`config.mk`:
```
export PLATFORM = sky130hd
export DESIGN_NAME = pic_regs
export DESIGN_NICKNAME = d
export VERILOG_FILES = /design/src/rtl/pic_pkg.sv /design/src/rtl/pic_sync.sv /design/src/rtl/pic_status.sv /design/src/rtl/pic_prio.sv /design/src/rtl/pic_regs.sv
export SDC_FILE = /design/constraint.sdc
export NUM_CORES = 1
export LEC_CHECK = 0
export CELL_PAD_IN_SITES_DETAIL_PLACEMENT = 0
export CELL_PAD_IN_SITES_GLOBAL_PLACEMENT = 1
export CORE_MARGIN = 3
export CORE_UTILIZATION = 46
export CTS_CLUSTER_DIAMETER = 150
export DETAILED_ROUTE_END_ITERATION = 8
export PLACE_DENSITY_LB_ADDON = 0.1
export SYNTH_ARGS = -nofsm -noshare
export SYNTH_HDL_FRONTEND = slang
export SYNTH_HIERARCHICAL = 1
export SYNTH_SLANG_ARGS = --single-unit
```
`constraint.sdc`:
```
create_clock -name clk -period 3.7 [get_ports clk]
set_clock_uncertainty 0.1 [all_clocks]
set_input_delay 0.74 -clock clk [delete_from_list [all_inputs] [get_ports clk]]
set_output_delay 0.74 -clock clk [all_outputs]
set_load 0.02 [all_outputs]
```
`src/rtl/pic_pkg.sv`:
```
`timescale 1ns/1ps
package pic_pkg;

    typedef enum logic [1:0] {
        CLR_LEVEL = 2'd0,
        CLR_EDGE  = 2'd1,
        CLR_LATCH = 2'd2
    } clr_mode_e;

    typedef enum logic {
        SEL_MASK = 1'b0,
        SEL_STAT = 1'b1
    } reg_sel_e;

endpackage

```
`src/rtl/pic_sync.sv`:
```
`timescale 1ns/1ps
// Multi-flop synchroniser with one extra delayed copy for edge detection.
module pic_sync #(
    parameter int W      = 32,
    parameter int STAGES = 2
) (
    input  logic         clk,
    input  logic         rst_n,
    input  logic [W-1:0] din,
    output logic [W-1:0] q,
    output logic [W-1:0] q_prev
);
    logic [W-1:0] chain [STAGES+1];

    always_ff @(posedge clk or negedge rst_n) begin
        if (!rst_n) chain[0] <= '0;
        else        chain[0] <= din;
    end

    for (genvar g = 1; g <= STAGES; g++) begin : g_stage
        always_ff @(posedge clk or negedge rst_n) begin
            if (!rst_n) chain[g] <= '0;
            else        chain[g] <= chain[g-1];
        end
    end

    assign q      = chain[STAGES-1];
    assign q_prev = chain[STAGES];
endmodule

```
`src/rtl/pic_status.sv`:
```
`timescale 1ns/1ps
// Status register with mode-selected set and clear rules.
module pic_status
    import pic_pkg::*;
#(
    parameter int        W    = 32,
    parameter clr_mode_e MODE = CLR_EDGE
) (
    input  logic         clk,
    input  logic         rst_n,
    input  logic [W-1:0] lvl,
    input  logic [W-1:0] lvl_prev,
    input  logic         wr_stat,
    input  logic [W-1:0] wdata,
    output logic [W-1:0] status
);
    logic [W-1:0] status_q;
    logic [W-1:0] rise;
    logic [W-1:0] clr_ones;
    logic [W-1:0] keep_and;
    logic [W-1:0] nxt_edge;
    logic [W-1:0] nxt_latch;
    logic [W-1:0] nxt;

    always_comb begin
        rise      = lvl & ~lvl_prev;
        clr_ones  = wr_stat ? wdata : '0;
        keep_and  = wr_stat ? (status_q & wdata) : status_q;
        // the hardware set term is ORed last, so it wins over a clear
        nxt_edge  = (status_q & ~clr_ones) | rise;
        nxt_latch = keep_and | lvl;
        unique case (MODE)
            CLR_LEVEL: nxt = lvl;
            CLR_EDGE:  nxt = nxt_edge;
            CLR_LATCH: nxt = nxt_latch;
            default:   nxt = lvl;
        endcase
    end

    always_ff @(posedge clk or negedge rst_n) begin
        if (!rst_n) status_q <= '0;
        else        status_q <= nxt;
    end

    assign status = status_q;
endmodule

```
`src/rtl/pic_prio.sv`:
```
`timescale 1ns/1ps
// Lowest-set-bit finder.
module pic_prio #(
    parameter int W     = 32,
    parameter int IDX_W = $clog2(W)
) (
    input  logic [W-1:0]     vec,
    output logic [IDX_W-1:0] idx,
    output logic             vld
);
    always_comb begin
        idx = '0;
        vld = 1'b0;
        for (int i = W - 1; i >= 0; i--) begin
            if (vec[i]) begin
                idx = i[IDX_W-1:0];
                vld = 1'b1;
            end
        end
    end
endmodule

```
`src/rtl/pic_regs.sv`:
```
`timescale 1ns/1ps
module pic_regs
    import pic_pkg::*;
#(
    parameter int        N_LINES     = 32,
    parameter int        SYNC_STAGES = 2,
    parameter clr_mode_e MODE        = CLR_EDGE,
    localparam int       IDX_W       = $clog2(N_LINES)
) (
    input  logic               clk,
    input  logic               rst_n,
    input  logic [N_LINES-1:0] irq_in,
    input  logic               reg_sel,
    input  logic               reg_we,
    input  logic [N_LINES-1:0] reg_wdata,
    output logic [N_LINES-1:0] reg_rdata,
    output logic               irq_req,
    output logic [IDX_W-1:0]   pend_idx,
    output logic               pend_valid
);
    logic [N_LINES-1:0] lvl_s;
    logic [N_LINES-1:0] lvl_d;
    logic [N_LINES-1:0] mask_q;
    logic [N_LINES-1:0] status_q;
    logic               wr_mask;
    logic               wr_stat;

    assign wr_mask = reg_we && (reg_sel == SEL_MASK);
    assign wr_stat = reg_we && (reg_sel == SEL_STAT);

    pic_sync #(.W(N_LINES), .STAGES(SYNC_STAGES)) u_sync (
        .clk    (clk),
        .rst_n  (rst_n),
        .din    (irq_in),
        .q      (lvl_s),
        .q_prev (lvl_d)
    );

    pic_status #(.W(N_LINES), .MODE(MODE)) u_status (
        .clk      (clk),
        .rst_n    (rst_n),
        .lvl      (lvl_s),
        .lvl_prev (lvl_d),
        .wr_stat  (wr_stat),
        .wdata    (reg_wdata),
        .status   (status_q)
    );

    always_ff @(posedge clk or negedge rst_n) begin
        if (!rst_n)       mask_q <= '0;
        else if (wr_mask) mask_q <= reg_wdata;
    end

    pic_prio #(.W(N_LINES), .IDX_W(IDX_W)) u_prio (
        .vec (status_q),
        .idx (pend_idx),
        .vld (pend_valid)
    );

    assign reg_rdata = (reg_sel == SEL_STAT) ? status_q : mask_q;
    assign irq_req   = |(status_q & mask_q);
endmodule

```
==> flow_summary_export.csv, run 1 <==
group,metric,value,unit
outcome,outcome,"complete, no violations",
synthesis,synth_edf_count,0,
cts,root_buffer,"clkbuf_16",
cts,htree_levels,4,
power,leakage,3.38,nW
floorplan,dieArea,15300,um^2
floorplan,core-area,13400,um^2
setup_path,critPathCaptureType,"output pin",
floorplan,ios,107,
floorplan,start_util,47.6,%
sta,hold_viol_final,0,
placed_design,gp_congestion,0.875,
sta,period_needed,3500,ps
setup_path,cpMostUsedCell,"a21oi_1",
synthesis,synth_seq_cells,160,
power,peakVddDrop,0.322,mV
cts,worstSkewPairLatency,420,ps
routing,first_pass_iters,4,
flow_run,maxCapViolations,0,
sta,max_slew_margin,44.0,%
sta,whs,246,ps
synthesis,synth_flop_cell,"dfrtp_1",
floorplan,die_w,124,um
setup_path,crit_type,"reg -> out",
setup_path,cpMaxStageDelayCell,"clkdlybuf4s50_1",
cts,clk_pin_slew,60,ps
synthesis,synthArstFlopShare,100,%
cts,cts_max_path_buffers,2,
setup_path,cp_slowest_stage_delay,670,ps
sta,rsz0062_at_grt,"false",
sta,slew_viol_final,0,
sta,totalNegativeSetupSlack,0,ps
routing,first_iter_violations,343,
synthesis,postSynthAreaPerCell,13.2,um^2
setup_path,path_max_fanout,7,
cts,cts.sinks,160,
routing,wl_per_cell,18.7,um
global_route,grt_pass1_vias,3903,
synthesis,syn_nets,551,
routing,ant_nets,0,
power,p_per_area,569,nW/um^2
global_route,gr-total-overflow,0,
sta,timing.fmax,286,MHz
synthesis,ys_warn_count,6,
final_layout,layout_common_cells,"dfrtp_1 (160), clkdlybuf4s50_1 (104), mux2_2 (57)",
final_layout,area_delta_synth_final,21.8,%
synthesis,netlist_instances,483,
worst_hold_path,hp-class,"reg -> reg",
floorplan,num_rows,42,
routing,via_per_inst,5.05,
final_layout,layout_commonest_cell,"dfrtp_1",
cts,cts_buffers,17,
synthesis,netlist_area,6370,um^2
placed_design,io_buffers,106,
final_layout,num_antenna_cells,0,
sta,setup_ws,204,ps
global_route,grtUsageTotal,19.0,%
cts,cts_tree,"done",
routing,vias,3671,
setup_path,arrival,2660,ps
global_route,grt_first_pass_wirelength,21300,um
cts,cts-hold-fix-buffers,0,
final_layout,fin_nets,606,
global_route,grt_max_degree,95,
setup_path,worstPathRequired,2860,ps
synthesis,seq_area_frac_synth,62.8,%
power,power.total,4.41,mW
placed_design,post-place-ws,433,ps
global_route,grt_antenna_before_repair,0,
synthesis,synth.distinct_cells,35,
setup_path,worst_setup_path_start_kind,"flip-flop",
sta,fin_crit_sh,94.5,%
sta,setup_viol,0,
final_layout,drive_gt1_share,18.0,%
floorplan,die_y,124,um
routing,drc,0,
setup_path,crit_chain,"nor4_1 -> a21oi_1 -> o21ai_1 -> a21oi_1 -> nor4b_2 -> clkdlybuf4s50_1",
routing,drt-total-wl,13600,um
placed_design,hpwl,9270,um
sta,tightest_slew,839,ps
-- power by group --
group | total [mW] | leakage (nW) | internal (mW) | switching, mW
clock network | 1.80 | 0.298 | 1.15 | 0.655
registers | 2.06 | 1.83 | 1.89 | 0.161
logic | 0.555 | 1.25 | 0.310 | 0.245
total | 4.41 | 3.38 | 3.35 | 1.06
-- area by class of cell --
| cell class | instances | area [um^2] |
|---|---|---|
| Inverter | 38 | 143 |
| Clock buffer | 22 | 454 |
| Multi-Input combinational cell | 210 | 1650 |
| Fill cell | 1106 | 5640 |
| Tap cell | 176 | 220 |
| Timing Repair Buffer | 111 | 1130 |
| Sequential cell | 160 | 4000 |
| Clock inverter | 10 | 160 |
-- metrics by stage --
stage / std cells / util [%] / instance area, um^2
after floorplan: 483 / - / 6370
after global placement: 695 / 53.3 / 7140
after detailed placement: 695 / 53.3 / 7140
after CTS: 727 / 57.9 / 7760
after global routing: 727 / 57.9 / 7760
final: 727 / 57.9 / 7760
-- registers in the layout, summed over array words and instances, names as in the netlist --
register         cells
mask_q              32
u_sync/chain        32
u_sync/q            32
u_sync/q_prev       32
u_status/status     32
-- cells in the mapped netlist (all sizes together) (3+ instances only) --
cell / number / share of area (%)
nand2: 35 / 2.1
buf: 75 / 9.1
nand4: 4 / 0.39
inv: 38 / 2.2
mux2: 64 / 11
nor2: 13 / 0.77
nor4: 5 / 0.49
a22o: 32 / 4.4
a21oi: 7 / 0.55
or4: 3 / 0.41
a22oi: 16 / 2.1
nor3: 6 / 0.47
o21ai: 4 / 0.31
dfrtp: 160 / 63
-- final timing paths --
kind	slack (ps)	to	cells past startpoint	start
setup / recovery	200	pend_idx[2]	6	u_status/status[24]
hold / removal	250	u_sync/q[10]	0	u_sync/chain[74]
setup reg to reg	2760	u_status/status[14]	1	u_status/status[14]
hold reg to reg	250	u_sync/q[10]	0	u_sync/chain[74]
max in group asynchronous	2400	u_sync/q[31]	2	rst_n
min in group asynchronous	280	u_sync/q[20]	1	rst_n
-- per-layer routing --
metal | routed length [um] | global-route usage [%] | vias to the layer above
met4 | 140 | 5.67 | 0
met5 | 0 | 0 | -
met3 | 753 | 4.95 | 12
met2 | 6400 | 28.9 | 106
li1 | - | - | 1713
met1 | 6270 | 26.9 | 1840
-- what timing repair did --
action,in CTS,in global routing
endpoints found under the setup margin,0,1
buffers inserted,0,0
resized for setup,0,1
endpoints found under the hold margin,0,0
-- kinds of logic after synthesis --
| logic type | after synthesis | share of synthesized area (%) |
|---|---|---|
| simple gates | 76 | 5.77 |
| mux | 64 | 11.3 |
| buf+inv | 113 | 11.3 |
| flops | 160 | 62.8 |
| compound gates | 70 | 8.79 |
-- critical path, delay by kind of cell, from the launching register on --
family,cells,cell delay [ps]
and+or+nand+nor,2,720
DFF,1,470
buffers and inverters,1,670
AOI/OAI and AO/OA,3,390
Note: power is estimated with default switching activity, not from simulation.
==> inputs of run 2 (changes only) <==
- TNS_END_PERCENT: unset -> 1
==> results of run 2 <==
Final layout, timing and power as in run 1 (identical DEF).
==> inputs of run 3 (changes only) <==
- CAP_MARGIN: unset -> 20
- CTS_CLUSTER_DIAMETER: 150 -> 80
- MAX_ROUTING_LAYER: unset -> met4
==> run 3 against run 2 <==
Against the previous run: sequential share of layout area unchanged; setup slack gained 3.7 ps; clock power barely moved; global-route usage is 0.58 points higher; critical path type unchanged.
==> flow_summary_export.csv, run 3 (synthesis results as in run 1) <==
group,metric,value,unit
outcome,outcome,"complete, no violations",
setup_path,ff2ff_setup_slack,2750,ps
power,leakage,3.38,nW
sta,totalNegativeSetupSlack,0,ps
cts,clk_pin_slew,60,ps
routing,drt-met1-wl,6280,um
routing,top_layer,"met4",
sta,setup_ws,208,ps
cts,htree_levels,4,
routing,ant_nets,0,
power,peakVddDrop,0.323,mV
floorplan,dieArea,15300,um^2
sta,max_slew_margin,43.5,%
placed_design,post-place-ws,433,ps
placed_design,hpwl,9270,um
cts,root_buffer,"clkbuf_16",
placed_design,io_buffers,106,
routing,first_iter_violations,332,
setup_path,worstPathRequired,2860,ps
sta,timing.fmax,286,MHz
power,power.total,4.41,mW
global_route,gr-total-overflow,0,
global_route,grtUsageTotal,19.5,%
final_layout,num_antenna_cells,0,
routing,drc,0,
setup_path,worst_setup_path_start_kind,"flip-flop",
global_route,grt_antenna_before_repair,0,
floorplan,die_w,124,um
floorplan,start_util,47.6,%
setup_path,critPathCaptureType,"output pin",
routing,first_pass_iters,4,
sta,period_needed,3490,ps
floorplan,num_rows,42,
final_layout,layout_common_cells,"dfrtp_1 (160), clkdlybuf4s50_1 (104), mux2_2 (57)",
setup_path,rr_worst_depth,1,
setup_path,worstReg2RegEnd,"u_status/status[19]",
floorplan,ios,107,
sta,tightest_slew,847,ps
cts,cts_tree,"done",
sta,hold_viol_final,0,
global_route,grt_pass1_vias,3893,
setup_path,worstSetupEndpoint,"pend_idx[2]",
sta,slew_viol_final,0,
setup_path,path_max_fanout,7,
final_layout,layout_commonest_cell,"dfrtp_1",
final_layout,area_delta_synth_final,21.8,%
setup_path,startpoint,"u_status/status[24]",
floorplan,core-area,13400,um^2
routing,drt-total-wl,13600,um
final_layout,final_area,7760,um^2
cts,cts_max_path_buffers,2,
final_layout,fin_nets,606,
sta,whs,246,ps
cts,cts_buffers,17,
final_layout,drive_gt1_share,18.0,%
flow_run,maxCapViolations,0,
sta,setup_viol,0,
floorplan,die_y,124,um
sta,rsz0062_at_grt,"false",
routing,via_per_inst,5.09,
power,p_per_area,568,nW/um^2
setup_path,arrival,2650,ps
routing,route.met2.wl,6380,um
sta,fin_crit_sh,94.4,%
routing,wl_per_cell,18.7,um
setup_path,r2r_start,"u_status/status[19]",
global_route,grt_first_pass_wirelength,21300,um
placed_design,gp_congestion,0.889,
placed_design,placed_cell_area,7140,um^2
cts,worstSkewPairLatency,410,ps
global_route,grt_max_degree,95,
routing,vias,3697,
routing,wl_met3,799,um
cts,cts-hold-fix-buffers,0,
worst_hold_path,hp-class,"reg -> reg",
cts,cts.sinks,160,
setup_path,crit_type,"reg -> out",
[run 3: cell counts in the layout (fill, tap and decap cells not counted)]
No cell type changed its count.
[run 3: through the flow]
stage	instances	utilization [%]
4_1_cts	727	57.9
3_3_place_gp	695	53.3
2_1_floorplan	483	-
3_5_place_dp	695	53.3
6_report	727	57.9
5_1_grt	727	57.9
[run 3: cell type report]
type	instances	area, um^2
well taps	176	220
flip-flops and latches	160	4000
inverters	38	143
clock buffers	22	454
repair buffers	111	1130
clock inverters	10	160
multi-input cells	210	1650
fillers	1106	5640
[run 3: layer usage]
metal / GRT usage [%] / vias up
met5: - / -
met4: 5.67 / 0
met3: 4.90 / 13
met2: 28.7 / 117
met1: 27.1 / 1852
li1: - / 1715
[run 3: what timing repair did]
item	CTS	global route
gates resized for setup	0	1
endpoints found under the setup margin	0	1
setup buffers	0	0
[run 3: critical path, stage by stage, from the launching register on]
cell and delay (ps):
dfrtp_1 470, nor4_1 410, a21oi_1 140, o21ai_1 150
a21oi_1 100, nor4b_2 300, clkdlybuf4s50_1 670
[run 3: worst min path at each step]
stage,endpoint,from,cells past startpoint
2_1_floorplan,u_sync/q[0],u_sync/chain[64],0
3_3_place_gp,u_sync/q[5],u_sync/chain[69],0
3_5_place_dp,u_sync/q[10],u_sync/chain[74],0
4_1_cts,u_sync/q[19],u_sync/chain[83],0
5_1_grt,u_sync/q[18],u_sync/chain[82],0
6_report,u_sync/q[10],u_sync/chain[74],0
[run 3: power by group]
group / internal (mW) / switching, mW / total, mW / leakage [nW]
logic: 0.310 / 0.246 / 0.556 / 1.25
registers: 1.89 / 0.161 / 2.06 / 1.83
clock network: 1.15 / 0.652 / 1.80 / 0.298
total: 3.35 / 1.06 / 4.41 / 3.38
